===== config.mk =====
export PLATFORM = sky130hd
export DESIGN_NAME = xing_tap_capture
export DESIGN_NICKNAME = d
export VERILOG_FILES = /design/src/rtl/xing_tap_capture_pkg.sv /design/src/rtl/xing_history_line.sv /design/src/rtl/xing_tap_mux.sv /design/src/rtl/xing_hold_reg.sv /design/src/rtl/xing_tap_capture.sv
export SDC_FILE = /design/constraint.sdc
export NUM_CORES = 1
export LEC_CHECK = 0
export CAP_MARGIN = 40
export CORE_UTILIZATION = 62
export DETAILED_ROUTE_END_ITERATION = 7
export DONT_BUFFER_PORTS = 1
export PLACE_DENSITY = 0.78
export SLEW_MARGIN = 5
export SYNTH_ARGS = -nofsm -noshare
export SYNTH_HDL_FRONTEND = slang
export SYNTH_SLANG_ARGS = --single-unit

===== constraint.sdc =====
create_clock -name clk -period 2.45 [get_ports clk]
set_input_delay 0.49 -clock clk [delete_from_list [all_inputs] [get_ports clk]]
set_output_delay 0.49 -clock clk [all_outputs]
set_load 0.05 [all_outputs]

===== src/rtl/xing_tap_capture_pkg.sv =====
package xing_tap_capture_pkg;

    // Holding channels fed from the shared tap.
    typedef enum logic [0:0] {
        CH_EVENT   = 1'b0,
        CH_MONITOR = 1'b1
    } hold_chan_e;

    localparam int HOLD_CHANNELS = 2;

endpackage


===== src/rtl/xing_history_line.sv =====
module xing_history_line #(
    parameter int DATA_W = 16,
    parameter int DEPTH  = 32
) (
    input  logic                           clk,
    input  logic                           rst,
    input  logic [DATA_W-1:0]              din,
    output logic [DEPTH-1:0][DATA_W-1:0]   stages_o
);

    // Input latch: holds the current crossing's word.
    logic [DATA_W-1:0] in_q;
    logic [DATA_W-1:0] stage_q [DEPTH];

    always_ff @(posedge clk) begin
        if (rst) in_q <= '0;
        else     in_q <= din;
    end

    // Stage 0 takes the previous crossing from the latch on the same edge.
    always_ff @(posedge clk) begin
        if (rst) stage_q[0] <= '0;
        else     stage_q[0] <= in_q;
    end

    for (genvar i = 1; i < DEPTH; i++) begin : g_stage
        always_ff @(posedge clk) begin
            if (rst) stage_q[i] <= '0;
            else     stage_q[i] <= stage_q[i-1];
        end
    end

    for (genvar i = 0; i < DEPTH; i++) begin : g_out
        assign stages_o[i] = stage_q[i];
    end

endmodule


===== src/rtl/xing_tap_mux.sv =====
module xing_tap_mux #(
    parameter int DATA_W = 16,
    parameter int DEPTH  = 32,
    parameter int SEL_W  = 5
) (
    input  logic [DEPTH-1:0][DATA_W-1:0] stages_i,
    input  logic [SEL_W-1:0]             sel_i,
    output logic [DATA_W-1:0]            word_o
);

    // Decoded AND-OR selection: one compare per stage, shallow OR tree.
    logic [DEPTH-1:0] hit;

    for (genvar i = 0; i < DEPTH; i++) begin : g_dec
        assign hit[i] = (sel_i == SEL_W'(i));
    end

    always_comb begin
        word_o = '0;
        for (int i = 0; i < DEPTH; i++) begin
            word_o = word_o | (stages_i[i] & {DATA_W{hit[i]}});
        end
    end

endmodule


===== src/rtl/xing_hold_reg.sv =====
module xing_hold_reg #(
    parameter int DATA_W = 16
) (
    input  logic              clk,
    input  logic              rst,
    input  logic              cap_n,
    input  logic [DATA_W-1:0] d_i,
    output logic [DATA_W-1:0] q_o
);

    always_ff @(posedge clk) begin
        if (rst)         q_o <= '0;
        else if (!cap_n) q_o <= d_i;
    end

endmodule


===== src/rtl/xing_tap_capture.sv =====
module xing_tap_capture
    import xing_tap_capture_pkg::*;
#(
    parameter int DATA_W = 16,
    parameter int DEPTH  = 32,
    parameter int SEL_W  = $clog2(DEPTH)
) (
    input  logic              clk,
    input  logic              rst,
    input  logic [DATA_W-1:0] din,
    input  logic [SEL_W-1:0]  tap_sel,
    input  logic              evt_cap_n,
    input  logic              mon_cap_n,
    output logic [DATA_W-1:0] evt_word,
    output logic [DATA_W-1:0] mon_word
);

    logic [DEPTH-1:0][DATA_W-1:0] stages;
    logic [DATA_W-1:0]            tapped;
    logic [HOLD_CHANNELS-1:0]     cap_n_v;
    logic [DATA_W-1:0]            held [HOLD_CHANNELS];

    xing_history_line #(.DATA_W(DATA_W), .DEPTH(DEPTH)) u_line (
        .clk      (clk),
        .rst      (rst),
        .din      (din),
        .stages_o (stages)
    );

    xing_tap_mux #(.DATA_W(DATA_W), .DEPTH(DEPTH), .SEL_W(SEL_W)) u_tap (
        .stages_i (stages),
        .sel_i    (tap_sel),
        .word_o   (tapped)
    );

    assign cap_n_v[CH_EVENT]   = evt_cap_n;
    assign cap_n_v[CH_MONITOR] = mon_cap_n;

    for (genvar k = 0; k < HOLD_CHANNELS; k++) begin : g_hold
        xing_hold_reg #(.DATA_W(DATA_W)) u_hold (
            .clk   (clk),
            .rst   (rst),
            .cap_n (cap_n_v[k]),
            .d_i   (tapped),
            .q_o   (held[k])
        );
    end

    assign evt_word = held[CH_EVENT];
    assign mon_word = held[CH_MONITOR];

endmodule


# Word-level counts from Yosys, hierarchy flattened
# Memory sizes are Yosys's and may differ from the RTL's.
# Cells that the tools add are included.
totals:
  memories: 1
  regBits: 48
  ramBits: 512
  word_cells: 166
classes:
  n_eq_ne: 31
  n_bitwise: 95
  n_mux: 35
  reduce_logical: 1
mem_list:
  columns: ["name", "depth", "width", "rd", "rd_clocked_by_memory_dff", "write_ports", "line", "rtl"]
  rows:
  - ["u_line.stage_q", 32, 16, 32, 0, 32, "xing_history_line.sv:13", "logic [DATA_W-1:0] stage_q [DEPTH];"]
op_table:
  columns: ["operator", "count"]
  rows:
  - ["AND 16 bit", 32]
  - ["2-to-1 mux 16 bit", 32]
  - ["bitwise OR 16 bit", 31]
  - ["== test 5 bit, second input constant", 16]
  - ["== test 5 x 4 -> 1 bit, second input constant", 8]
  - ["bitwise OR 1 bit", 32]
  - ["== test 5 x 3 -> 1 bit, second input constant", 4]
  - ["== test 5 x 2 -> 1 bit, second input constant", 2]
  - ["== test 5 x 1 -> 1 bit, second input constant", 1]
  - ["logical NOT 5 bit", 1]
  - ["2-to-1 mux 1 bit", 3]

# Logic depth before layout (Yosys ltp)
# Gate-level depths: netlist of the first run.
depth:
  depth_word: 33
  depth_mapped: 9
  depth_no_buf: 5

# Hierarchy
# A second synthesis of the first run with hierarchy kept.
unflattened:
  hier_cells: 1812
  area_unflattened_um2: 19710.2
modules_own_cells:
  columns: ["mod", "cells_per_inst", "seq_area_each_um2", "area_per_inst_um2", "instances"]
  rows:
  - ["xing_history_line", 1115, 10570.1, 14390.1, 1]
  - ["xing_tap_mux", 593, 0.0, 4159.0, 1]
  - ["xing_hold_reg", 52, 320.3, 580.6, 2]

# Worst setup path before layout of the first run
# No wires, ideal clock.
synth_path:
  path_kind: "input-to-reg"
  from: "input port tap_sel[1]"
  to: "register g_hold[0].u_hold.q_o[1]"
  cell_stages: 8
  path_buffers: 3
  arrival_time_ns: 1.959
  path_slack_ns: 0.349
  path_cell_list: "buf_6 > buf_2 > buf_4 > mux2_2 > a32oi_1 > o221ai_1 > nor4_1 > a311oi_1"
synth_between:
  elab_chain_cells: 33
  word_cells_on_any_way: 95
synth_lines:
  columns: ["element", "line", "rtl"]
  rows:
  - ["start: declaration", "xing_tap_capture.sv:11", "input logic [SEL_W-1:0] tap_sel,"]
  - ["== test 5 x 1 -> 1 bit / logical NOT 5 bit (equally long branches)", "xing_tap_mux.sv:15", "assign hit[i] = (sel_i == SEL_W'(i));"]
  - ["AND 16 bit", "xing_tap_mux.sv:21", "word_o = word_o | (stages_i[i] & {DATA_W{hit[i]}});"]
  - ["bitwise OR 16 bit (30 in series)", "xing_tap_mux.sv:21", null]
  - ["bitwise OR 16 bit *", "xing_tap_mux.sv:21", null]
  - ["end signal: assignment", "xing_hold_reg.sv:13", "else if (!cap_n) q_o <= d_i;"]
  - ["end: declaration", "xing_hold_reg.sv:8", "output logic [DATA_W-1:0] q_o"]
# Mark *: on every way between the ends. The rest lies on a longest branch, timed or not.
# A chain may end at the register's enable or synchronous reset.

==> metrics.txt, run 1 <==
EDFF count, synth=0; Post-CTS Resized=0; grt ovf=0; io pins=57; clock power share=between 40 and 50%; clk_skew=around 0.014 ns; TritonCTS clock tree=yes; vias per cell=6.06; CP endpoint kind=flip-flop; gr usage total=~31%; WS Path Type=reg2reg; Worst-Skew Late Latency=~0.58 ns; # DRC=0; vias in the first global route=roughly 13000; slew at the pin closest to its max-slew limit=1.57 ns; synth cell count leaders=dfxtp_1 (560), nor2b_1 (530), nand3_1 (88), mux2i_1 (85), clkbuf_1 (82); Starting Density=between 60% and 70%; # hold bufs at CTS=0; IO buf count=0; Achievable Freq=513 MHz; worst-path maximum fanout=2; Post-synth top flop=dfxtp_1; Max Slew Vio Count=88; Synth-to-Final Area Change=10.1%; initial antenna violation count=0; switching part of the total=21.0%; Pleak=a little over 8 nW; H-Tree Depth=2; CTS sink count=560; Core Area=approximately 31000 um^2; violated checks=max-slew violations; 1st-pass router iterations=5; synth unique cells=between 60 and 70; Root Driver=clkbuf_16; worst vdd ir=just over 0.0008 V; row count=between 60 and 70; Post-synth ARST share=0%; Syn. warnings=0; Setup violations, final=0; FF+latch count, synth=between 500 and 600; Sequential Power Share=about half; largest cells by area after synthesis=dfxtp_1 (57%), nor2b_1 (17%), mux2i_1 (4.3%); NumNets Final=1836; final core utilization=between 60% and 70%; DRT iter0 DRCs=1546; Num CTS Buffers=53; Post-Route WL=51.5 mm; Yosys top cell by area=dfxtp_1; syn avg cell area=between 10 and 15 um^2; fin crit period=1.95 ns; Cell Area, Synth=between 15000 and 20000 um^2; sequential area share after synthesis=56.5%; CP required=about 2.8 ns; ANT cells=0; HPWL after detailed placement=approximately 32 mm; WP data arrival=roughly 2.3 ns; Min Hold Slack=approximately 0.020 ns; HP Class=in2reg; first-pass GRT wire length=between 70 and 80 mm; Reg clk slew, reported paths=~0.060 ns; Final Hold Vio Count=0; setup TNS=0 ns; Placer Congestion=approximately 0.91; die height=between 150 and 200 um; Max Cap Viol=0; die area=about 33000 um^2; layout cells sized above 1=a little under a tenth; ANT nets after route=0; Post-CTS Setup Inserts=0; Startpoint Class=flip-flop; post-route clock period utilization=between 70% and 80%; syn nets=between 1500 and 2000; drt wl/cell=22.9 um; Comb pwr share=2.1%; slew margin rel.=-4.85%; Power Density=slightly above 800 nW/um^2; die width=about 180 um; unrepaired setup endpoints after global routing=no; Switch Pwr=approximately 3.8 mW; status=finished, violations left; Via Count=between 10000 and 15000; cell with the most instances after synthesis=dfxtp_1; clk buf depth=3; largest net degree at the start of global routing=roughly 560; cells after synthesis=around 1900; top cell type's share of synthesized area=a little under three fifths; Power Internal=roughly 14 mW
[cells in the final DEF (no fill, tap or decap), types with 17 or more instances in the layout]
cell type and count:
dfxtp_1 560, nor2b_1 529, nand3_1 88, mux2i_1 85, clkbuf_16 55, buf_4 41, nor2_1 34, a22oi_1 34
mux2_2 31, and3_1 29, a311oi_1 28, o221ai_1 19, nand2_1 18, o22ai_1 17
[layout make-up]
| class | count | area [um^2] |
|---|---|---|
| sequential | 560 | 11200 |
| multi-input combinational | 1140 | 7900 |
| clock buffer | 77 | 1590 |
| inverter | 10 | 37.5 |
| tap | 402 | 503 |
| clock inverter | 17 | 191 |
| timing repair buffer | 46 | 398 |
| fill | 2366 | 9640 |
[critical path, stage by stage, from the launching register on]
cell and delay [ns]:
dfxtp_1 0.32, mux2i_1 0.33, o22a_1 0.21, o221ai_1 0.13, a2111oi_1 0.58, a311oi_1 0.19
[cells by family (layout without fill, tap and decap cells)]
family                 after synthesis  count (layout)  synth area share [%]
AOI/OAI and AO/OA                  221             221                  8.88
buffers and inverters              157             150                  3.67
muxes                              116             116                  6.05
DFF                                560             560                  56.5
and+or+nand+nor                    803             803                  24.9
[worst paths after layout]
check / slack [ns] / from / cells after the start / end
worst min-delay path: 0.02 / rst / 1 / u_line.stage_q[1][18]
worst max-delay path: 0.50 / u_line.stage_q[0][7] / 5 / g_hold[0].u_hold.q_o[7]
worst max register to register: 0.50 / u_line.stage_q[0][7] / 5 / g_hold[0].u_hold.q_o[7]
worst min register to register: 0.43 / u_line.in_q[14] / 1 / u_line.stage_q[0][14]
[registers in the layout (all words and copies together), names as in the netlist]
register	cells
u_line.in_q	16
g_hold.u_hold.q_o	32
u_line.stage_q	512
[metrics by stage]
stage	setup WS, ns	instances	power [mW]	area [um^2]
after global routing	0.408	2252	18.5	21800
after CTS	0.579	2251	18.0	21800
after detailed placement	0.106	2157	9.89	20000
final	0.500	2252	18.0	21800
after global placement	0.203	2157	9.89	20000
after floorplan	0.349	1857	9.94	19800
[power by group through the flow]
stage          Sequential [mW]  Clock, mW  Combinational [mW]
6_report                  9.32       8.30               0.387
5_1_grt                   9.32       8.73               0.396
4_1_cts                   9.32       8.36               0.373
3_5_place_dp              9.52          0               0.370
3_3_place_gp              9.52          0               0.367
2_1_floorplan             9.49          0               0.450
[per-layer routing]
metal  track usage (%)  wire, um  share of wire, %  vias to the layer above
met5                 0         0                 0                        -
met4              10.1      1290               2.5                        0
met3              8.63      5530                11                       97
met2              46.2     21900                42                      618
met1              44.3     22800                44                     6634
li1                  -         -                 -                     6296
Note: power is estimated with default switching activity, not from simulation.
==> inputs of run 2 (changes only) <==
CORE_UTILIZATION = 56   (was 62)
PLACE_DENSITY = 0.74   (was 0.78)
clock period = 1.6 ns   (was 2.45 ns; I/O delays follow)
==> run 2 against run 1 <==
Compared with the run above:
- the flow now stops in 4_1_cts
- synthesized area unchanged
- synthesized cell count unchanged
==> metrics.txt, run 2 <==
Syn. warnings=0 (unchanged); # hold bufs at CTS=481 (+481); largest cells by area after synthesis=dfxtp_1 (57%), nor2b_1 (17%), mux2i_1 (4.3%); Yosys top cell by area=dfxtp_1; status=aborted with a tool error; IO buf count=0 (unchanged); Post-CTS Setup Inserts=0 (unchanged); H-Tree Depth=2 (unchanged); syn nets=1882 (unchanged); cell with the most instances after synthesis=dfxtp_1; Run Error=[ERROR RSZ-0060] Max buffer count reached.; Cell Area, Synth=19800 um^2 (unchanged); syn avg cell area=10.7 um^2 (unchanged); top cell type's share of synthesized area=56.5% (unchanged); synth cell count leaders=dfxtp_1 (560), nor2b_1 (530), nand3_1 (88), mux2i_1 (85), clkbuf_1 (82); Placer Congestion=0.925 (+1.5%); Root Driver=clkbuf_16; stage reached=4_1_cts; die width=190 um (+5.2%); Post-synth top flop=dfxtp_1; cells after synthesis=1857 (unchanged); Post-synth ARST share=0% (unchanged); Starting Density=57.1% (-5.9 points); HPWL after detailed placement=33.9 mm (+7.0%); row count=68 (+4.6%); synth unique cells=69 (unchanged); clk buf depth=3 (unchanged); CTS sink count=560 (unchanged); sequential area share after synthesis=56.5% (unchanged); FF+latch count, synth=560 (unchanged); die height=190 um (+5.2%); EDFF count, synth=0 (unchanged); io pins=57 (unchanged); Post-CTS Resized=17 (+17); Num CTS Buffers=54 (+1.9%)
-- run 2: cell counts after synthesis --
Identical to the previous run, type by type.
-- run 2: logic make-up after synthesis --
kind of cell | after synthesis | synth area share [%]
buf+inv | 157 | 3.67
compound gates | 221 | 8.88
simple gates | 803 | 24.9
flops | 560 | 56.5
mux | 116 | 6.05
-- run 2: through the flow --
step	std cells	setup slack, ns	TNS, ns	cell area, um^2	hold WS, ns
detailed placement	2299	-0.293	-6.85	21000	0.424
global placement	2299	-0.270	-6.27	21000	0.419
floorplan	1857	-0.197	-5.23	20000	0.414
==> inputs of run 3 (changes only) <==
CORE_UTILIZATION = 40   (was 56)
PLACE_DENSITY = default   (was 0.74)
PLACE_DENSITY_LB_ADDON = 0.15   (was default)
clock period = 2.1 ns   (was 1.6 ns; I/O delays follow)
==> run 3 against run 2 <==
Compared with the run above:
- the run now ends clean
==> metrics.txt, run 3 (synthesis results as in run 1) <==
largest net degree at the start of global routing=461; post-route cell area=approximately 27000 um^2; # hold bufs at CTS=477 (-0.83%); drt wl/cell=20.9 um; Startpoint Class=flip-flop; Root Driver=clkbuf_16; die area=50500 um^2; io pins=57 (unchanged); CP required=around 2.6 ns; Num CTS Buffers=57 (+5.6%); ANT cells=0; Via Count=15900; max FFs per register=512; WP data arrival=2.36 ns; Setup violations, final=0; row count=81 (+19%); Post-Route WL=between 60 and 70 mm; max incr delay on CP=approximately 0.66 ns; WS Path Type=reg2reg; Reg clk slew, reported paths=0.06 ns; Placed Instances=2465 (+7.2%); Pleak=around 12 nW; CTS sink count=560 (unchanged); Multi-input gate area=just under 8000 um^2; Synth-to-Final Area Change=38.6%; Core Area=between 40000 and 50000 um^2; ANT nets after route=0; H-Tree Depth=2 (unchanged); gr usage total=between 20% and 30%; clk buf depth=3 (unchanged); Placer Congestion=0.887 (-4.1%); NumNets Final=approximately 2400; die width=225 um (+18%); Largest Register=u_line.stage_q; layout cells sized above 1=9.62%; grt ovf=0; FF+latch area=roughly 11000 um^2; CP endpoint kind=flip-flop; first-pass GRT wire length=about 96 mm; Critical Path, Cell by Cell=mux2i_1, o22a_1, o221ai_1, a2111oi_1, a311oi_1; slew at the pin closest to its max-slew limit=0.796 ns; vias in the first global route=about 16000; Final Hold Vio Count=0; vias per cell=approximately 5.2; Starting Density=40.5% (-17 points); # DRC=0; Post-CTS Setup Inserts=0 (unchanged); fin crit period=1.89 ns; Post-CTS Resized=0 (-17); die height=225 um (+18%); worst vdd ir=around 0.00063 V; initial antenna violation count=0; IO buf count=0 (unchanged); HP Class=in2reg; Filler cells=approximately 4300; HPWL after detailed placement=36.4 mm (+7.3%); Post-DP Area=20800 um^2 (-0.93%); clk_skew=around 0.032 ns; Power Density=800 nW/um^2; CP bufs+invs=0; slowest cell on the critical path=a2111oi_1; top flop regs=u_line.stage_q (512), g_hold.u_hold.q_o (32), u_line.in_q (16); status=complete, no violations; most frequent cells in the layout=dfxtp_1 (560), nor2b_1 (529), dlygate4sd3_1 (476), nand3_1 (88), mux2i_1 (85); Achievable Freq=529 MHz; 1st-pass router iterations=5; DRT iter0 DRCs=around 1300; Worst-Skew Late Latency=about 0.63 ns; TritonCTS clock tree=yes; unrepaired setup endpoints after global routing=no; CP delay by family, top=compound AO/OA/AOI/OAI gates; commonest non-fill, non-tap cell in the layout=dfxtp_1; r2r setup slk=0.21 ns; post-route clock period utilization=between 90 and 100%; Non-Filler Instances=between 3000 and 4000; slew margin rel.=46.8%; worst-path maximum fanout=2; Max Cap Viol=0; Max Slew Vio Count=0
-- run 3: layer usage --
metal	GRT usage, %	up-vias	wire length [um]
met5	0	-	0
met4	9.00	0	1720
met3	4.61	119	4610
met2	38.5	553	27800
met1	35.6	7810	29500
li1	-	7372	-
-- run 3: metrics by stage --
| stage | power, mW | util, % | setup TNS (ns) | setup WS (ns) | hold WS [ns] |
|---|---|---|---|---|---|
| 2_1_floorplan | 11.6 | - | 0 | 0.0690 | 0.414 |
| 3_3_place_gp | 11.6 | 42.4 | -1.98 | -0.208 | 0.425 |
| 3_5_place_dp | 11.6 | 42.4 | -3.10 | -0.263 | 0.422 |
| 4_1_cts | 22.1 | 56.1 | 0 | 0.223 | 0.0882 |
| 5_1_grt | 22.7 | 56.1 | 0 | 0.159 | 0.114 |
| 6_report | 22.0 | 56.1 | 0 | 0.208 | 0.123 |
-- run 3: worst paths after layout --
check	startpoint	to	cells past startpoint
min	evt_cap_n	g_hold[0].u_hold.q_o[15]	2
max reg2reg	u_line.stage_q[0][0]	g_hold[1].u_hold.q_o[0]	5
min reg2reg	u_line.in_q[7]	u_line.stage_q[0][7]	1
max	u_line.stage_q[0][0]	g_hold[1].u_hold.q_o[0]	5
-- run 3: report_power, final --
part	switching (mW)	leakage, nW	internal (mW)
clock	4.37	0.933	6.08
sequential	0.173	4.52	10.7
combinational	0.358	6.40	0.291
-- run 3: cell type report --
| cell class | count | area share, % |
|---|---|---|
| sequential | 560 | 40.8 |
| inverter | 10 | 0.137 |
| multi-input combinational | 1140 | 28.8 |
| clock inverter | 20 | 0.952 |
| timing repair buffer | 568 | 20.3 |
| clock buffer | 83 | 6.02 |
| tap | 664 | 3.02 |
